`config.mk`:
```
export PLATFORM = sky130hd
export DESIGN_NAME = adc_trig_sel
export DESIGN_NICKNAME = d
export VERILOG_FILES = /design/src/rtl/adc_trig_pkg.sv /design/src/rtl/ftc_unit.sv /design/src/rtl/trig_cond_mux.sv /design/src/rtl/trig_edge_flag.sv /design/src/rtl/adc_trig_sel.sv
export SDC_FILE = /design/constraint.sdc
export NUM_CORES = 1
export LEC_CHECK = 0
export CAP_MARGIN = 20
export CORE_MARGIN = 10
export CORE_UTILIZATION = 41
export DETAILED_ROUTE_END_ITERATION = 16
export PLACE_DENSITY = 0.92
export SYNTH_ARGS = -nofsm -noshare
export SYNTH_HDL_FRONTEND = slang
export SYNTH_HIERARCHICAL = 1
export SYNTH_SLANG_ARGS = --single-unit
```
`constraint.sdc`:
```
create_clock -name clk -period 2.2 [get_ports clk]
set_clock_uncertainty 0.2 [all_clocks]
set_input_delay 0.22 -clock clk [delete_from_list [all_inputs] [get_ports clk]]
set_output_delay 0.22 -clock clk [all_outputs]
set_load 0.03 [all_outputs]
```
`src/rtl/adc_trig_pkg.sv`:
```
package adc_trig_pkg;

   localparam int SEL_W     = 4;
   localparam int N_SRC     = 1 << SEL_W;
   localparam int MAX_PAIRS = 3;
   localparam int FT_BASE   = 10;

   typedef enum logic [SEL_W-1:0] {
      SRC_EV_ZERO = 4'd0,
      SRC_EV_PRD  = 4'd1,
      SRC_EV_ZP   = 4'd2,
      SRC_EV_CUP  = 4'd3,
      SRC_EV_CDN  = 4'd4,
      SRC_OD_ZERO = 4'd5,
      SRC_OD_PRD  = 4'd6,
      SRC_OD_ZP   = 4'd7,
      SRC_OD_CUP  = 4'd8,
      SRC_OD_CDN  = 4'd9,
      SRC_FT0_UP  = 4'd10,
      SRC_FT0_DN  = 4'd11,
      SRC_FT1_UP  = 4'd12,
      SRC_FT1_DN  = 4'd13,
      SRC_FT2_UP  = 4'd14,
      SRC_FT2_DN  = 4'd15
   } trig_src_e;

   typedef struct packed {
      logic zero;
      logic period;
      logic cmp;
      logic up;
   } ch_evt_t;

endpackage

```
`src/rtl/ftc_unit.sv`:
```
module ftc_unit #(
   parameter int CW = 16
) (
   input  logic          clk,
   input  logic          rst_n,
   input  logic          load_i,
   input  logic [CW-1:0] val_i,
   input  logic [CW-1:0] cnt_i,
   input  logic          up_i,
   output logic          match_up_o,
   output logic          match_dn_o
);

   logic [CW-1:0] active_q;
   logic          hit;

   // pending value becomes active only at the even counter's period point
   always_ff @(posedge clk or negedge rst_n) begin
      if (!rst_n)      active_q <= '0;
      else if (load_i) active_q <= val_i;
   end

   assign hit        = (cnt_i == active_q);
   assign match_up_o = hit & up_i;
   assign match_dn_o = hit & ~up_i;

   assert_shadow_hold_R6: assert property (@(posedge clk) disable iff (!rst_n)
      !load_i |=> $stable(active_q));

   assert_shadow_load_R6: assert property (@(posedge clk) disable iff (!rst_n)
      load_i |=> (active_q == $past(val_i)));

   assert_dir_exclusive_R5: assert property (@(posedge clk) disable iff (!rst_n)
      !(match_up_o && match_dn_o));

endmodule

```
`src/rtl/trig_cond_mux.sv`:
```
module trig_cond_mux
   import adc_trig_pkg::*;
#(
   parameter int NPAIR = 3
) (
   input  ch_evt_t            ev_even_i,
   input  ch_evt_t            ev_odd_i,
   input  logic [NPAIR-1:0]   ft_up_i,
   input  logic [NPAIR-1:0]   ft_dn_i,
   input  logic [SEL_W-1:0]   sel_i,
   output logic               cond_o
);

   logic [N_SRC-1:0] src_vec;

   // pair-local counter conditions
   assign src_vec[SRC_EV_ZERO] = ev_even_i.zero;
   assign src_vec[SRC_EV_PRD]  = ev_even_i.period;
   assign src_vec[SRC_EV_ZP]   = ev_even_i.zero | ev_even_i.period;
   assign src_vec[SRC_EV_CUP]  = ev_even_i.cmp & ev_even_i.up;
   assign src_vec[SRC_EV_CDN]  = ev_even_i.cmp & ~ev_even_i.up;
   assign src_vec[SRC_OD_ZERO] = ev_odd_i.zero;
   assign src_vec[SRC_OD_PRD]  = ev_odd_i.period;
   assign src_vec[SRC_OD_ZP]   = ev_odd_i.zero | ev_odd_i.period;
   assign src_vec[SRC_OD_CUP]  = ev_odd_i.cmp & ev_odd_i.up;
   assign src_vec[SRC_OD_CDN]  = ev_odd_i.cmp & ~ev_odd_i.up;

   // free-trigger matches of every pair, codes beyond NPAIR stay quiet
   for (genvar k = 0; k < MAX_PAIRS; k++) begin : g_ft
      if (k < NPAIR) begin : g_live
         assign src_vec[FT_BASE + 2*k]     = ft_up_i[k];
         assign src_vec[FT_BASE + 2*k + 1] = ft_dn_i[k];
      end else begin : g_absent
         assign src_vec[FT_BASE + 2*k]     = 1'b0;
         assign src_vec[FT_BASE + 2*k + 1] = 1'b0;
      end
   end

   assign cond_o = src_vec[sel_i];

endmodule

```
`src/rtl/trig_edge_flag.sv`:
```
module trig_edge_flag (
   input  logic clk,
   input  logic rst_n,
   input  logic en_i,
   input  logic cond_i,
   input  logic clr_i,
   output logic trig_o,
   output logic flag_o
);

   logic prev_q;
   logic fire;

   assign fire = en_i & cond_i & ~prev_q;

   // previous condition is tracked even while disabled
   always_ff @(posedge clk or negedge rst_n) begin
      if (!rst_n) begin
         prev_q <= 1'b0;
         trig_o <= 1'b0;
         flag_o <= 1'b0;
      end else begin
         prev_q <= cond_i;
         trig_o <= fire;
         flag_o <= fire | (flag_o & ~clr_i);
      end
   end

   assert_single_pulse_R7: assert property (@(posedge clk) disable iff (!rst_n)
      trig_o |=> !trig_o);

   assert_held_cond_quiet_R7: assert property (@(posedge clk) disable iff (!rst_n)
      (cond_i && $past(cond_i)) |=> !trig_o);

   assert_disabled_quiet_R9: assert property (@(posedge clk) disable iff (!rst_n)
      !en_i |=> !trig_o);

   assert_flag_with_pulse_R8: assert property (@(posedge clk) disable iff (!rst_n)
      trig_o |-> flag_o);

   assert_flag_hold_R8: assert property (@(posedge clk) disable iff (!rst_n)
      (flag_o && !clr_i) |=> flag_o);

   assert_flag_clear_R8: assert property (@(posedge clk) disable iff (!rst_n)
      (clr_i && !(en_i && cond_i)) |=> !flag_o);

endmodule

```
`src/rtl/adc_trig_sel.sv`:
```
module adc_trig_sel
   import adc_trig_pkg::*;
#(
   parameter int NPAIR = 3,
   parameter int CW    = 16
) (
   input  logic                  clk,
   input  logic                  rst_n,
   input  logic [NPAIR-1:0]      trig_en_i,
   input  logic [NPAIR*SEL_W-1:0] src_sel_i,
   input  logic [2*NPAIR-1:0]    ch_zero_i,
   input  logic [2*NPAIR-1:0]    ch_period_i,
   input  logic [2*NPAIR-1:0]    ch_cmp_i,
   input  logic [2*NPAIR-1:0]    ch_up_i,
   input  logic [NPAIR*CW-1:0]   even_cnt_i,
   input  logic [NPAIR*CW-1:0]   ft_val_i,
   input  logic [NPAIR-1:0]      flag_clr_i,
   output logic [NPAIR-1:0]      trig_o,
   output logic [NPAIR-1:0]      flag_o
);

   localparam int NCH = 2 * NPAIR;

   if (NPAIR < 1 || NPAIR > MAX_PAIRS) begin : g_bad_npair
      $error("NPAIR must lie between 1 and MAX_PAIRS");
   end
   if (CW < 1) begin : g_bad_cw
      $error("CW must be at least 1");
   end

   ch_evt_t          ev   [NCH];
   logic [NPAIR-1:0] ft_up;
   logic [NPAIR-1:0] ft_dn;

   for (genvar c = 0; c < NCH; c++) begin : g_ch
      assign ev[c] = '{zero:   ch_zero_i[c],
                       period: ch_period_i[c],
                       cmp:    ch_cmp_i[c],
                       up:     ch_up_i[c]};
   end

   for (genvar p = 0; p < NPAIR; p++) begin : g_pair
      logic cond;

      ftc_unit #(.CW(CW)) i_ftc (
         .clk        (clk),
         .rst_n      (rst_n),
         .load_i     (ch_period_i[2*p]),
         .val_i      (ft_val_i[p*CW +: CW]),
         .cnt_i      (even_cnt_i[p*CW +: CW]),
         .up_i       (ch_up_i[2*p]),
         .match_up_o (ft_up[p]),
         .match_dn_o (ft_dn[p])
      );

      trig_cond_mux #(.NPAIR(NPAIR)) i_mux (
         .ev_even_i (ev[2*p]),
         .ev_odd_i  (ev[2*p+1]),
         .ft_up_i   (ft_up),
         .ft_dn_i   (ft_dn),
         .sel_i     (src_sel_i[p*SEL_W +: SEL_W]),
         .cond_o    (cond)
      );

      trig_edge_flag i_edge (
         .clk    (clk),
         .rst_n  (rst_n),
         .en_i   (trig_en_i[p]),
         .cond_i (cond),
         .clr_i  (flag_clr_i[p]),
         .trig_o (trig_o[p]),
         .flag_o (flag_o[p])
      );
   end

   assert_reset_quiet_R1: assert property (@(posedge clk)
      !rst_n |=> (trig_o == '0 && flag_o == '0) || !rst_n);

endmodule

```
==> qor.csv, run 1 <==
metric,value,unit
WL final,9020,µm
Vias,2539,
final hold vios,0,
status,"finished, violations left",
Final ANT Viol Nets,0,
MaxCap Viol Count,0,
"Net Count, Synth",389,
Synth async-reset ratio,100,%
Net Sw Frac,24.6,%
final non-filler cell total,510,
Die Span X,106,µm
fraction of layout cells with a size suffix above 1,22.4,%
Area after DPL,0.00462,mm²
CP Buf/Inv Count,1,
critical path peak fanout,3,
setup TNS,-1290,ps
largest net degree at the start of global routing,31,
final worst slack,-202,ps
Synth Flop Type,dfrtp_1,
CTS tree,built,
GRT Total Usage,15.9,%
first-pass GRT wire length,14400,µm
fin area,0.00489,mm²
sequential fraction of design power,42.2,%
switching power,713,µW
Logic pwr share,23.3,%
initial antenna violation count,2,
RePlAce Congestion,0.842,
row count,31,
via density per instance,4.98,
RR Startpoint,g_pair[0].i_ftc/active_q[2],
worst skew pair latency,330,ps
Inserted Clock Buffers,9,
Hold Path Depth,1,
final setup fails,9,
Worst Hold End,g_pair[0].i_edge/trig_o,
part of the power in the clock network,34.5,%
Post-synth EDFFs,0,
Worst EP arrival,2460,ps
cell internal pwr,2.19,mW
uppermost layer routed,met4,
fin. max-slew vios,0,
area share of the largest cell type after synthesis,46.8,%
# nets final,545,
CTS clock-pin slew for the worst setup and hold paths,70,ps
drt drc,0,
met3 WL post-DR,744,µm
Hold Slack,243,ps
flop2flop setup slack,-200,ps
worst rel slew slack,53.4,%
"slowest stage cell, crit path",dfrtp_1,
CTS sink count,57,
P_leak,1.88,nW
mean routed wirelength per cell,17.7,µm
HP Class,flop to flop,
cell with the most instances after synthesis,dfrtp_1,
peak supply drop,0.000320,V
total power,2.90,mW
critical-path cell list,xnor2_1 > nand4_1 > nor4_2 > buf_4 > nor2b_4 > a221oi_2 > o31ai_1 > a22o_1 > nand2_2 > o22ai_2,
synthesized area per cell,12.2,µm²
Setup crit start kind,flop,
Area contributors post-synth,"dfrtp_1, mux2_2, xnor2_1",
crit path kind,flop to flop,
pwr dens,592,mW/mm²
Yosys warnings,6,
Root Driver,clkbuf_8,
RSZ-0062 raised after global routing,true,
sequential area share after synthesis,46.8,%
Worst R2R Path Depth,10,
DR pass1 iterations,4,
port bufs,145,
fin crit period,2400,ps
crit path capture type,flop,
Synth top cells by count,"dfrtp_1, mux2_2, xnor2_1",
Max Freq,416,MHz
Yosys cell types,21,
vias in the first global route,2976,
Initial Util,42.0,%
Die Height,106,µm
I/O pin total,146,
Post-Synthesis Cells,249,
htree depth,3,
Met2 Routed Length,4550,µm
HP Start,g_pair[0].i_edge/prev_q,
failing checks,setup timing,
clk buf depth,2,
cell family with most CP delay,simple AND/OR/NAND/NOR gates,
area growth from synthesis to layout,60.6,%
DR iter-0 viols,28,
Worst-Margin Slew,699,ps
placed cells,490,
crit share post-route,109,%
global route overflow,0,
die area,0.0113,mm²
WP data required,2250,ps
largest stage delay on the critical path,400,ps
HPWL after DPL,7470,µm
Synth area leader,dfrtp_1,
wl on met1,3630,µm
synthesized flop and latch total,57,
Synth Cell Area,0.00305,mm²
Core Footprint,0.00725,mm²
Critical R2R Capture,g_pair[2].i_edge/flag_o,
==> placed cells by master, fill, tap and decap left out, types with 3 or more instances in the layout <==
cell	instances
clkdlybuf4s50_1	144
dfrtp_1	57
xnor2_1	48
mux2_2	48
nand4_1	15
clkbuf_8	11
buf_4	10
nand2_1	7
a221oi_1	7
nor2_1	6
inv_1	6
a21oi_1	6
nor2b_1	4
o22ai_2	3
xor2_1	3
nand3_1	3
nor4b_1	3
mux4_2	3
o31ai_1	3
a22o_1	3
==> metal layers <==
metal,track usage (%),vias up
met4,5.61,0
met1,17.1,1221
met3,6.34,8
met5,0,-
met2,27.6,98
li1,-,1212
==> metrics by stage <==
step                      setup slack [ps]  util, %
after floorplan                        184        -
after CTS                             -188     67.3
after global placement                -444     63.7
after detailed placement              -497     63.7
after global routing                  -388     67.4
final                                 -202     67.5
==> logic make-up (layout without fill, tap and decap cells) <==
| family | count (synthesis) | after routing | share of synthesized area (%) |
|---|---|---|---|
| other | 0 | 1 | 0 |
| DFF | 57 | 57 | 46.8 |
| muxes | 51 | 51 | 20.0 |
| xor gates and xnor gates | 51 | 51 | 14.7 |
| and+or+nand+nor | 48 | 48 | 8.87 |
| AOI/OAI and AO/OA | 24 | 24 | 6.40 |
| buffers and inverters | 18 | 179 | 3.32 |
==> state kept, by name (all words and copies together) (netlist names) <==
name                   flops
g_pair.i_edge/prev_q       3
g_pair.i_edge/trig_o       3
g_pair.i_ftc/active_q     48
g_pair.i_edge/flag_o       3
==> what timing repair did <==
item | in CTS | in global routing
resized for setup | 5 | 4
hold buffers | 1 | 0
buffers inserted | 3 | 0
pin swaps | 6 | 13
setup endpoints to repair | 9 | 9
endpoints found under the hold margin | 27 | 0
==> final cells by class <==
| type | instances | area, µm² |
|---|---|---|
| timing repair buffer | 157 | 1550 |
| multi-input combinational | 174 | 1560 |
| fill | 558 | 2360 |
| clock buffer | 12 | 155 |
| inverter | 6 | 22.5 |
| clock inverter | 4 | 51.3 |
| tap | 99 | 124 |
| antenna | 1 | 2.50 |
| sequential | 57 | 1430 |
==> worst max-delay path by stage <==
stage	startpoint	end	slack, ps	cells past startpoint
finish	g_pair[0].i_ftc/active_q[2]	g_pair[2].i_edge/flag_o	-200	10
global route	g_pair[0].i_ftc/active_q[8]	g_pair[0].i_edge/trig_o	-390	10
CTS	g_pair[0].i_ftc/active_q[13]	g_pair[2].i_edge/trig_o	-190	11
detailed placement	even_cnt_i[2]	g_pair[2].i_edge/flag_o	-500	12
global placement	even_cnt_i[19]	g_pair[2].i_edge/flag_o	-440	12
floorplan	g_pair[2].i_ftc/active_q[2]	g_pair[0].i_edge/flag_o	180	10
==> power groups by stage <==
stage	combinational [mW]	clock [mW]	sequential, mW
global placement	0.642	0	1.24
detailed placement	0.661	0	1.24
global route	0.725	1.09	1.23
CTS	0.678	1.03	1.22
floorplan	0.296	0	1.25
finish	0.675	1.00	1.22
==> worst register-to-register path, cell delays in order (launching register included) <==
cell,delay [ps]
dfrtp_1,400
xnor2_1,180
nand4_1,140
nor4_2,330
buf_4,170
nor2b_4,190
a221oi_2,80
o31ai_1,260
a22o_1,230
nand2_2,70
o22ai_2,90
(Power assumes the default switching activity.)
==> run 2: changes to the inputs <==
Settings changed: CTS_CLUSTER_SIZE set to 16.
==> results of run 2 <==
The final DEF is identical to that of run 1; final timing and power are the same.
==> run 3: changes to the inputs <==
Settings changed: CORE_UTILIZATION 41 to 55, DONT_BUFFER_PORTS set to 1, PLACE_DENSITY 0.92 to 0.81.
==> run 3 against run 2 <==
The flow now stops in clock tree synthesis (4_1_cts). Area after synthesis unchanged. Synthesized cell count is the same.
==> qor.csv, run 3 <==
metric,value,unit,change
status,did not finish,,
Stop stage,clock tree synthesis (4_1_cts),,
First Error,[ERROR RSZ-0060] Max buffer count reached.,,
HPWL after DPL,5850,µm,-22%
"Net Count, Synth",389,,unchanged
Post-Synthesis Cells,249,,unchanged
Die Height,94.4,µm,-11%
placed cells,314,,-36%
Synth Flop Type,dfrtp_1,,
Yosys cell types,21,,unchanged
synthesized area per cell,12.2,µm²,unchanged
synthesized flop and latch total,57,,unchanged
clk buf depth,2,,unchanged
port bufs,0,,-100%
sequential area share after synthesis,46.8,%,unchanged
Synth top cells by count,"dfrtp_1, mux2_2, xnor2_1",,
RePlAce Congestion,0.774,,-8.1%
row count,27,,-13%
cell with the most instances after synthesis,dfrtp_1,,
postcts setup bufs,3,,unchanged
htree depth,3,,unchanged
I/O pin total,146,,unchanged
Hold Buf Count CTS,101,,+100
Area contributors post-synth,"dfrtp_1, mux2_2, xnor2_1",,
Synth Cell Area,0.00305,mm²,unchanged
Initial Util,56.0,%,+14 points
Die Span X,94.4,µm,-11%
number of gates resized after cts,11,,+6
Synth async-reset ratio,100,%,unchanged
CTS sink count,57,,unchanged
Synth area leader,dfrtp_1,,
Inserted Clock Buffers,9,,unchanged
Yosys warnings,6,,unchanged
Setup WS pre-CTS,-166,ps,+330 ps
Post-synth EDFFs,0,,unchanged
area share of the largest cell type after synthesis,46.8,%,unchanged
Root Driver,clkbuf_8,,
## run 3: per-stage QoR
stage	utilization, %	hold slack [ps]	instance area [µm²]
floorplan	-	-276	3050
global placement	56.9	-274	3100
detailed placement	56.9	-274	3100
## run 3: cell families after synthesis
kind of cell / share of synthesized area, %
buffers and inverters: 3.32
muxes: 20.0
DFF: 46.8
and+or+nand+nor: 8.87
AOI/OAI and AO/OA: 6.40
xor gates and xnor gates: 14.7
==> run 4: changes to the inputs <==
Settings changed: CORE_UTILIZATION 55 to 40, CTS_CLUSTER_SIZE 16 to not set, PLACE_DENSITY 0.81 to not set, PLACE_DENSITY_LB_ADDON set to 0.15.
==> run 4 against run 3 <==
Synthesized cell count is the same. The run again fails in clock tree synthesis (4_1_cts). Area after synthesis is the same.
==> qor.csv, run 4 <==
metric,value,unit,change
Synth async-reset ratio,100,%,unchanged
Synth Cell Area,0.00305,mm²,unchanged
sequential area share after synthesis,46.8,%,unchanged
"Net Count, Synth",389,,unchanged
Area contributors post-synth,"dfrtp_1, mux2_2, xnor2_1",,
HPWL after DPL,6090,µm,+4.1%
Yosys warnings,6,,unchanged
synthesized area per cell,12.2,µm²,unchanged
synthesized flop and latch total,57,,unchanged
Setup WS pre-CTS,-160,ps,+6.19 ps
port bufs,0,,unchanged
Root Driver,clkbuf_8,,
Inserted Clock Buffers,9,,unchanged
Synth Flop Type,dfrtp_1,,
Synth area leader,dfrtp_1,,
Stop stage,clock tree synthesis (4_1_cts),,
status,did not finish,,
htree depth,3,,unchanged
area share of the largest cell type after synthesis,46.8,%,unchanged
Post-Synthesis Cells,249,,unchanged
CTS sink count,57,,unchanged
Die Span X,107,µm,+14%
Initial Util,41.6,%,-14 points
RePlAce Congestion,0.776,,+0.23%
Post-synth EDFFs,0,,unchanged
number of gates resized after cts,5,,-6
Synth top cells by count,"dfrtp_1, mux2_2, xnor2_1",,
row count,31,,+15%
Hold Buf Count CTS,102,,+0.99%
postcts setup bufs,1,,-2
clk buf depth,2,,unchanged
Die Height,107,µm,+14%
I/O pin total,146,,unchanged
cell with the most instances after synthesis,dfrtp_1,,
First Error,[ERROR RSZ-0060] Max buffer count reached.,,
Yosys cell types,21,,unchanged
## run 4: stage by stage
step / TNS (ps) / instance area, µm² / std cells / utilization, %
2_1_floorplan: 0 / 3050 / 249 / -
3_5_place_dp: -785 / 3140 / 342 / 42.8
3_3_place_gp: -679 / 3140 / 342 / 42.8
## run 4: kinds of logic after synthesis
logic type,Yosys count,share of synthesized area (%)
DFF,57,46.8
xor gates and xnor gates,51,14.7
muxes,51,20.0
and+or+nand+nor,48,8.87
AOI/OAI and AO/OA,24,6.40
buffers and inverters,18,3.32
